[src/rtl/pd_sched_pkg.sv]
package pd_sched_pkg;
  typedef enum logic [3:0] {
    CMD_NOP  = 4'd0,
    CMD_ACT  = 4'd1,
    CMD_RD   = 4'd2,
    CMD_RDA  = 4'd3,
    CMD_WR   = 4'd4,
    CMD_WRA  = 4'd5,
    CMD_PRE  = 4'd6,
    CMD_PREA = 4'd7,
    CMD_REF  = 4'd8,
    CMD_MRS  = 4'd9
  } cmd_e;

  typedef enum logic [1:0] {
    CK_UP   = 2'd0,
    CK_DOWN = 2'd1,
    CK_EXIT = 2'd2
  } cke_st_e;
endpackage

[src/rtl/pd_window_timer.sv]
module pd_window_timer
  import pd_sched_pkg::*;
#(
  parameter int CFG_W = 4,
  parameter int CNT_W = CFG_W + 3
) (
  input  logic             clk,
  input  logic             rst_n,
  input  cmd_e             cmd,
  input  logic [CFG_W-1:0] al,
  input  logic [CFG_W-1:0] cl,
  input  logic [CFG_W-1:0] wr,
  input  logic [CFG_W-1:0] wtr,
  input  logic [CFG_W-1:0] mrd,
  input  logic             bl8,
  output logic             idle
);
  logic [CNT_W-1:0] rl, wl, half, win, cnt, dec, nxt;

  always_comb begin
    rl   = CNT_W'(al) + CNT_W'(cl);
    wl   = rl - 1'b1;
    half = bl8 ? CNT_W'(4) : CNT_W'(2);
    case (cmd)
      CMD_RD, CMD_RDA: win = rl + half;
      CMD_WR:          win = wl + half + CNT_W'(wtr);
      CMD_WRA:         win = wl + half + CNT_W'(wr);
      CMD_MRS:         win = CNT_W'(mrd);
      default:         win = '0;
    endcase
    dec = (cnt == '0) ? '0 : cnt - 1'b1;
    nxt = (win > dec) ? win : dec;
  end

  always_ff @(posedge clk) begin
    if (!rst_n) cnt <= '0;
    else        cnt <= nxt;
  end

  assign idle = (cnt == '0);


  read_block_chk: assert property (@(posedge clk) disable iff (!rst_n)
    (cmd == CMD_RD || cmd == CMD_RDA) |=> !idle);


  no_shorten_chk: assert property (@(posedge clk) disable iff (!rst_n)
    (!idle && cmd != CMD_NOP) |=> (cnt >= $past(cnt) - 1'b1));
endmodule

[src/rtl/pd_bank_track.sv]
module pd_bank_track
  import pd_sched_pkg::*;
#(
  parameter int BANKS = 8,
  parameter int BA_W  = $clog2(BANKS)
) (
  input  logic            clk,
  input  logic            rst_n,
  input  cmd_e            cmd,
  input  logic [BA_W-1:0] bank,
  output logic            any_open
);
  logic [BANKS-1:0] open_q;

  for (genvar b = 0; b < BANKS; b++) begin : g_bank
    logic hit;
    assign hit = (bank == BA_W'(b));
    always_ff @(posedge clk) begin
      if (!rst_n) open_q[b] <= 1'b0;
      else if (cmd == CMD_PREA) open_q[b] <= 1'b0;
      else if (hit && cmd == CMD_ACT) open_q[b] <= 1'b1;
      else if (hit && (cmd == CMD_PRE || cmd == CMD_RDA || cmd == CMD_WRA))
        open_q[b] <= 1'b0;
    end
  end

  assign any_open = |open_q;


  close_all_chk: assert property (@(posedge clk) disable iff (!rst_n)
    (cmd == CMD_PREA) |=> !any_open);


  open_chk: assert property (@(posedge clk) disable iff (!rst_n)
    (cmd == CMD_ACT) |=> any_open);
endmodule

[src/rtl/pd_cke_ctrl.sv]
module pd_cke_ctrl
  import pd_sched_pkg::*;
#(
  parameter int CFG_W = 4
) (
  input  logic             clk,
  input  logic             rst_n,
  input  logic             go,
  input  logic             exit_req,
  input  logic             active_now,
  input  logic             slow,
  input  logic [CFG_W-1:0] xard,
  input  logic [CFG_W-1:0] xards,
  output logic             cke,
  output logic             up
);
  cke_st_e          st;
  logic             mode_q;
  logic [CFG_W-1:0] x, dly;

  assign dly = (mode_q && slow) ? xards : xard;

  always_ff @(posedge clk) begin
    if (!rst_n) begin
      st     <= CK_UP;
      cke    <= 1'b1;
      mode_q <= 1'b0;
      x      <= '0;
    end else begin
      case (st)
        CK_UP: if (go) begin
          st     <= CK_DOWN;
          cke    <= 1'b0;
          mode_q <= active_now;
        end
        CK_DOWN: if (exit_req) begin
          cke <= 1'b1;
          if (dly == '0) st <= CK_UP;
          else begin
            st <= CK_EXIT;
            x  <= dly;
          end
        end
        CK_EXIT: begin
          if (x <= CFG_W'(1)) st <= CK_UP;
          else                x  <= x - 1'b1;
        end
        default: st <= CK_UP;
      endcase
    end
  end

  assign up = (st == CK_UP);


  entry_legal_chk: assert property (@(posedge clk) disable iff (!rst_n)
    $fell(cke) |-> $past(go));


  exit_hold_chk: assert property (@(posedge clk) disable iff (!rst_n)
    (st == CK_EXIT) |-> (cke && x != '0));


  down_block_chk: assert property (@(posedge clk) disable iff (!rst_n)
    !cke |-> !up);
endmodule

[src/rtl/pd_sched.sv]
module pd_sched
  import pd_sched_pkg::*;
#(
  parameter int BANKS = 8,
  parameter int CFG_W = 4,
  localparam int BA_W = $clog2(BANKS)
) (
  input  logic             clk,
  input  logic             rst_n,
  input  logic             cmd_valid,
  input  logic [3:0]       cmd_code,
  input  logic [BA_W-1:0]  cmd_bank,
  input  logic [CFG_W-1:0] cfg_al,
  input  logic [CFG_W-1:0] cfg_cl,
  input  logic             cfg_bl8,
  input  logic [CFG_W-1:0] cfg_wr,
  input  logic [CFG_W-1:0] cfg_wtr,
  input  logic [CFG_W-1:0] cfg_mrd,
  input  logic [CFG_W-1:0] cfg_xard,
  input  logic [CFG_W-1:0] cfg_xards,
  input  logic             cfg_slow_exit,
  input  logic             pd_req,
  input  logic             pd_exit,
  output logic             cke,
  output logic             pd_allowed,
  output logic             pd_type,
  output logic             cmd_allowed
);
  logic [CFG_W-1:0] al_q, cl_q, wr_q, wtr_q, mrd_q, xard_q, xards_q;
  logic             bl8_q, slow_q;
  cmd_e             cmd_now;
  logic             busy, idle, any_open, up, go;

  always_ff @(posedge clk) begin
    if (!rst_n) begin
      al_q    <= cfg_al;
      cl_q    <= cfg_cl;
      wr_q    <= cfg_wr;
      wtr_q   <= cfg_wtr;
      mrd_q   <= cfg_mrd;
      xard_q  <= cfg_xard;
      xards_q <= cfg_xards;
      bl8_q   <= cfg_bl8;
      slow_q  <= cfg_slow_exit;
    end
  end

  always_comb begin
    cmd_now = cmd_valid ? cmd_e'(cmd_code) : CMD_NOP;
    busy    = (cmd_now != CMD_NOP);
  end

  pd_window_timer #(.CFG_W(CFG_W)) u_timer (
    .clk(clk), .rst_n(rst_n), .cmd(cmd_now),
    .al(al_q), .cl(cl_q), .wr(wr_q), .wtr(wtr_q), .mrd(mrd_q),
    .bl8(bl8_q), .idle(idle)
  );

  pd_bank_track #(.BANKS(BANKS)) u_banks (
    .clk(clk), .rst_n(rst_n), .cmd(cmd_now), .bank(cmd_bank),
    .any_open(any_open)
  );

  assign pd_allowed = up && idle && !busy;
  assign go         = pd_req && pd_allowed;

  pd_cke_ctrl #(.CFG_W(CFG_W)) u_cke (
    .clk(clk), .rst_n(rst_n), .go(go), .exit_req(pd_exit),
    .active_now(any_open), .slow(slow_q),
    .xard(xard_q), .xards(xards_q), .cke(cke), .up(up)
  );

  assign cmd_allowed = up;
  assign pd_type     = any_open;


  allowed_needs_cke_chk: assert property (@(posedge clk) disable iff (!rst_n)
    pd_allowed |-> (cke && cmd_allowed));
endmodule

[config.mk]
export PLATFORM = sky130hd
export DESIGN_NAME = pd_sched
export DESIGN_NICKNAME = d
export VERILOG_FILES = /design/src/rtl/pd_sched_pkg.sv /design/src/rtl/pd_window_timer.sv /design/src/rtl/pd_bank_track.sv /design/src/rtl/pd_cke_ctrl.sv /design/src/rtl/pd_sched.sv
export SDC_FILE = /design/constraint.sdc
export NUM_CORES = 1
export LEC_CHECK = 0
export ABC_AREA = 1
export BUFFER_PORTS_ARGS = -buffer_cell sky130_fd_sc_hd__buf_4
export CAP_MARGIN = 15
export CORE_MARGIN = 4
export CORE_UTILIZATION = 52
export DETAILED_ROUTE_END_ITERATION = 16
export PLACE_DENSITY = 0.78
export SLEW_MARGIN = 20
export SYNTH_ARGS = -nofsm -noshare
export SYNTH_HDL_FRONTEND = slang
export SYNTH_SLANG_ARGS = --single-unit
[constraint.sdc]
create_clock -name clk -period 4.31 [get_ports clk]
set_input_delay 0.2155 -clock clk [delete_from_list [all_inputs] [get_ports clk]]
set_output_delay 0.2155 -clock clk [all_outputs]
set_load 0.1 [all_outputs]
# Word level (Yosys, flattened, before mapping)
# Index checks and enable logic that the tools add are counted.
# classes
muxes,34
n_eq_ne,22
add_sub_neg,8
magnitude_cmp,2
bitwise,1
reduce_logical,45
# op_table
op,count
$pmux W7 S4,1
$logic_and A1 B1 Y1,20
$mux W4,5
$reduce_bool A2 Y1,10
$mux W1,18
$eq A4 B3 Y1 const B,4
$add A7 B4 Y7,2
$add A7 B7 Y7,2
$mux W7,2
$sub A7 B1 Y7 const B,2
$eq A3 B3 Y1 const B,4
$eq A4 B2 Y1 const B,2
$mux W2,4
$pmux W4 S2,1
$reduce_or A8 Y1,1
$gt A7 B7 Y1,1
$logic_not A7 Y1,1
$eq A3 B2 Y1 const B,2
$ne A2 B2 Y1 const B,3
$pmux W2 S3,1
$reduce_and A3 Y1,2
$add A4 B4 Y5,1
$eq A4 B1 Y1 const B,1
$eq A4 B4 Y1 const B,1
other kinds (18),21
# word_totals
ff_bits,53
word_cells,134
out_inout_bits,4
input_bits,42

# Depth between registers and ports, before layout
# logic_depth
word_depth,7
ltp_mapped,27
mapped_depth_nobuf,27

# Modules after synthesis
# Synthesis repeated with hierarchy kept, for this count alone.
# hier_totals
hier_cells,424
hier_area_um2,3478.3
# by_module_without_submodules
module,seq_area_each_um2,instances,area_each_um2,cells_each
pd_window_timer,140.1,1,1540.2,231
pd_sched,900.9,1,975.9,46
pd_cke_ctrl,160.2,1,518.0,80
pd_bank_track,160.2,1,444.2,67

# Worst setup path after synthesis
# Ideal clock, no wire load.
# synth_timing
kind,reg-to-reg
startpoint,register al_q[0]
endpoint,register u_timer.cnt[2]
setup_time_ps,117
arrival_time_ps,3997
stages_incl_launch_ff,23
required_time_ps,4193
setup_slack_ps,196
n_path_buf,0
cell_sequence,edfxtp_1 -> ha_1 -> fa_1 -> inv_1 -> ha_1 -> inv_1 -> ha_1 -> fa_1 -> xor2_1 -> ha_1 -> nand3_1 -> nand3_1 -> nand3b_1 -> nand3_1 -> nand2_1 -> ha_1 -> a21oi_1 -> o21a_1 -> nand2_1 -> nand2_2 -> inv_1 -> o21ai_0 -> nor2_1
# synth_between
elab_chain_cells,7
word_cells_on_any_way,9
classes_between,add/sub (6); order compare (1); mux (2)
# synth_rtl
element,line,source
"start, declared",pd_sched.sv:29,"logic [CFG_W-1:0] al_q, cl_q, wr_q, wtr_q, mrd_q, xard_q, xards_q;"
"start signal, assigned",pd_sched.sv:36,al_q <= cfg_al;
$add A4 B4 Y5 *,pd_window_timer.sv:21,rl = CNT_W'(al) + CNT_W'(cl);
$sub A7 B1 Y7,pd_window_timer.sv:22,wl = rl - 1'b1;
$add A7 B7 Y7,"pd_window_timer.sv:26, pd_window_timer.sv:27",
$add A7 B4 Y7 (on tied branches),"pd_window_timer.sv:27, pd_window_timer.sv:26",
$pmux W7 S4 *,pd_window_timer.sv:24,case (cmd)
$gt A7 B7 Y1,pd_window_timer.sv:32,nxt = (win > dec) ? win : dec;
$mux W7 *,pd_window_timer.sv:32,
"end signal, assigned",pd_window_timer.sv:37,else cnt <= nxt;
"end, declared",pd_window_timer.sv:18,"logic [CNT_W-1:0] rl, wl, half, win, cnt, dec, nxt;"
# Every way passes the cells marked *; elsewhere a longest branch is shown, timed or not.
# A chain may end at the register's enable or synchronous reset.

# Worst setup path in the final report
# layout_timing
startpoint,register cl_q[0]
endpoint,register u_timer.cnt[3]
# layout_between
elab_chain_cells,7
word_cells_on_any_way,9
classes_between,add/sub (6); order compare (1); mux (2)
# layout_rtl
element,line,source
"start, declared",pd_sched.sv:29,
"start signal, assigned",pd_sched.sv:37,cl_q <= cfg_cl;
$add A4 B4 Y5 *,pd_window_timer.sv:21,
$sub A7 B1 Y7,pd_window_timer.sv:22,
$add A7 B7 Y7,"pd_window_timer.sv:26, pd_window_timer.sv:27",
$add A7 B4 Y7 (on tied branches),"pd_window_timer.sv:27, pd_window_timer.sv:26",
$pmux W7 S4 *,pd_window_timer.sv:24,
$gt A7 B7 Y1,pd_window_timer.sv:32,
$mux W7 *,pd_window_timer.sv:32,
# Marked as above.

==> flow_summary.yaml <==
critical_path:
  critPathLaunch: "cl_q[0]$_DFFE_PN_"
  required_ns: 4.53
  rr_worst_depth: 23
  crit-reg2reg-launch: "cl_q[0]$_DFFE_PN_"
  endpoint: "u_timer.cnt[3]$_SDFF_PN0_"
  rrSetupSlack_ns: 0.02
  crit_type: "reg2reg"
  crit_path_end_kind: "flip-flop"
  crit_fanout: 7
  critical_path_arrival_ns: 4.51
  crit_path_start_kind: "flip-flop"
  r2r-end: "u_timer.cnt[3]$_SDFF_PN0_"
finish:
  final_util_pct: 66.9
  fillers: 463
  syn2layout_area_growth_pct: 22.6
  final_cells: 537
  final_nets: 537
  drive_above_1_share_pct: 23.8
  num_antenna_cells: 0
  final_area_sq_um: 4060
clocking:
  cts_root_buffer: "clkbuf_8"
  clk_path_buf_depth: 2
  clk_latency_ns: 0.31
  cts_tree: "done"
  cts_buffers: 5
  cts.sinks: 53
  path_clk_slew_ns: 0.10
  cts.htree.levels: 2
  holdBufCountCts: 0
yosys:
  synth_top_area_cell: "edfxtp_1"
  yosys-top-cells-area: "edfxtp_1 27%, dfxtp_1 14%, nand2_1 12%, ha_1 11%, inv_1 7.4%"
  synthArstFlopShare_pct: 0
  synth_top_family_by_area: "simple AND/OR/NAND/NOR gates"
  synthTopCellsByCount: "103 x nand2_1, 65 x inv_1, 35 x nand3_1"
  seq_area_frac_synth_pct: 41.2
  syn_nets: 480
  synth_warnings: 0
  synth_cell_type_count: 31
  synth_mux_area_share_pct: 1.02
  yosys.area_share.simple_pct: 25.6
  synth_fa_ha_area_share_pct: 13.8
  syn_area_sq_um: 3310
  synth_edf_count: 30
  synth_compound_area_share_pct: 8.66
  synthMostInstantiatedCell: "nand2_1"
  synth_cells: 404
  synth_xor_area_share_pct: 2.12
  postSynthAreaPerCell_sq_um: 8.19
  yosysTopAreaCellShare_pct: 27.2
  synth_seq_cells: 53
  ys.flop_type: "edfxtp_1"
global_route:
  grt_max_degree: 26
  grt_pass1_vias: 2640
  grtUsageTotal_pct: 19.2
  gr-total-overflow: 0
  grt_pass1_wl_um: 11700
  antenna_found_initial: 0
run_status:
  outcome: "finished, final reports clean"
routing:
  drtIter0Drc: 185
  num_vias: 2941
  dr.pass1.iters: 5
  drc: 0
  viasPerCell: 5.48
  wl_um: 7860
  antenna_left: 0
  avgRoutedWirePerCell_um: 14.6
floorplan:
  die_w_um: 87.7
  initial_core_util_pct: 54.6
  io_pins: 46
  die_h_um: 87.7
  core-area_sq_um: 6060
  num_rows: 28
  die_area_sq_um: 7700
sta:
  holdWs_ns: 0.0731
  setup_tns_ns: 0
  slew_viol_final: 0
  hold_viol: 0
  rsz0062_at_grt: "true"
  final.setup_skew_ns: 0.00433
  fin_ws_ns: 0.0184
  post-route-period-util_pct: 99.6
  post-route-min-period_ns: 4.29
  worst_slew_pin_slew_ns: 0.616
  setup_violations: 0
  fmax_mhz: 233
  relSlewSlack_pct: 58.7
pwr:
  power_switching_mw: 0.935
  leakage_nw: 1.87
  p_sw_share_pct: 44.4
  power.density_nw_per_um2: 520
  combPwrFrac_pct: 57.3
  power.total_mw: 2.11
  seqPwrFrac_pct: 29.4
  ir_drop_uv: 236
  power_frac_clock_pct: 13.3
  power.internal_mw: 1.17
place:
  gp_congestion: 0.874
  dp.cells: 525
  dp_slack_ns: -0.163
  dp_hpwl_um: 5440
  numPortBuffers: 45
  placed_cell_area_sq_um: 3750
min_path:
  worstHoldPathType: "in2reg"
flow_run:
  maxCapViolations: 0
placed cells by master (no fill, tap or decap), types with 2 or more instances in the layout:
cell type / instances
nand4_1: 6
buf_4: 50
nor2_1: 20
nor2_4: 2
nor4_1: 3
a21oi_1: 23
nand2_2: 9
xor2_1: 6
inv_2: 4
nor3_1: 10
nand2_4: 3
mux2_2: 3
o21ai_2: 4
nand2_1: 94
fa_2: 2
edfxtp_1: 30
clkbuf_8: 5
inv_1: 61
dfxtp_1: 23
o21ai_1: 6
xnor2_1: 2
o211ai_2: 2
nand3_2: 8
ha_1: 22
ha_4: 7
nor2_2: 2
fa_1: 2
o21a_1: 2
nand3b_1: 2
nand3_1: 29
o21ai_0: 9
layout make-up:
cell class | instances | area [sq um] | share of cell area, %
clock buffers | 5 | 68.8 | 1.70
clock inverters | 3 | 17.5 | 0.432
inverters | 66 | 253 | 6.23
multi-input cells | 284 | 1870 | 46.2
flip-flops and latches | 53 | 1360 | 33.6
well taps | 75 | 93.8 | 2.31
repair buffers | 51 | 387 | 9.53
cells by family after synthesis:
family	Yosys count
simple gates	190
buf+inv	67
flops	53
compound gates	49
fa+ha+maj	34
xor+xnor	8
mux	3
power groups by stage:
stage	clock network, mW	registers (mW)	logic, mW
global route	0.307	0.625	1.31
detailed placement	0	0.631	0.881
floorplan	0	0.637	0.665
global placement	0	0.627	0.841
finish	0.280	0.619	1.21
CTS	0.286	0.619	0.914
registers in the layout, summed over array words and instances (netlist names):
| name | cells |
|---|---|
| cl_q | 4 |
| wr_q | 4 |
| slow_q | 1 |
| u_cke.st | 2 |
| al_q | 4 |
| xards_q | 4 |
| xard_q | 4 |
| bl8_q | 1 |
| u_cke.mode_q | 1 |
| mrd_q | 4 |
| u_cke.cke | 1 |
| u_cke.x | 4 |
| u_banks.open_q | 8 |
| wtr_q | 4 |
| u_timer.cnt | 7 |
routing by layer:
metal	up-vias	routed length, um	share of wire [%]	GRT usage, %
met4	0	160	2.0	6.56
met1	1338	3370	43	26.2
met2	129	3820	49	30.6
met3	21	514	6.5	3.86
li1	1453	-	-	-
met5	-	0	0	0
critical path: stages (launching register included):
cell and delay (ns):
edfxtp_1 0.40, ha_2 0.22, fa_2 0.56, inv_2 0.05, ha_4 0.25, inv_2 0.04, ha_4 0.16, fa_2 0.36
xor2_1 0.18, ha_1 0.36, nand3_2 0.10, nand3_2 0.11, nand3b_1 0.19, nand3_2 0.09, nand2_2 0.07, ha_4 0.29
a21oi_1 0.07, o21a_1 0.23, nand2_2 0.11, nand2_4 0.10, inv_6 0.09, nand3_2 0.09, nand2_1 0.08, inv_1 0.04
how the worst min path moves through the flow:
stage                  start              endpoint  slack [ns]  depth (start not counted)
4_1_cts        cfg_slow_exit      slow_q$_DFFE_PN_        0.07                          1
2_1_floorplan      cfg_al[0]     al_q[0]$_DFFE_PN_        0.31                          0
5_1_grt         cfg_xards[0]  xards_q[0]$_DFFE_PN_        0.06                          1
3_3_place_gp       cfg_al[3]     al_q[3]$_DFFE_PN_        0.39                          1
3_5_place_dp      cfg_mrd[3]    mrd_q[3]$_DFFE_PN_        0.39                          1
6_report           cfg_al[2]     al_q[2]$_DFFE_PN_        0.07                          1
repair_timing:
action | 4_1_cts | 5_1_grt
buffers inserted | 1 | 3
pin swaps | 2 | 21
resized for setup | 5 | 40
gates cloned | 0 | 0
setup endpoints to repair | 6 | 7
No activity file was read; power rests on OpenSTA's default activity.
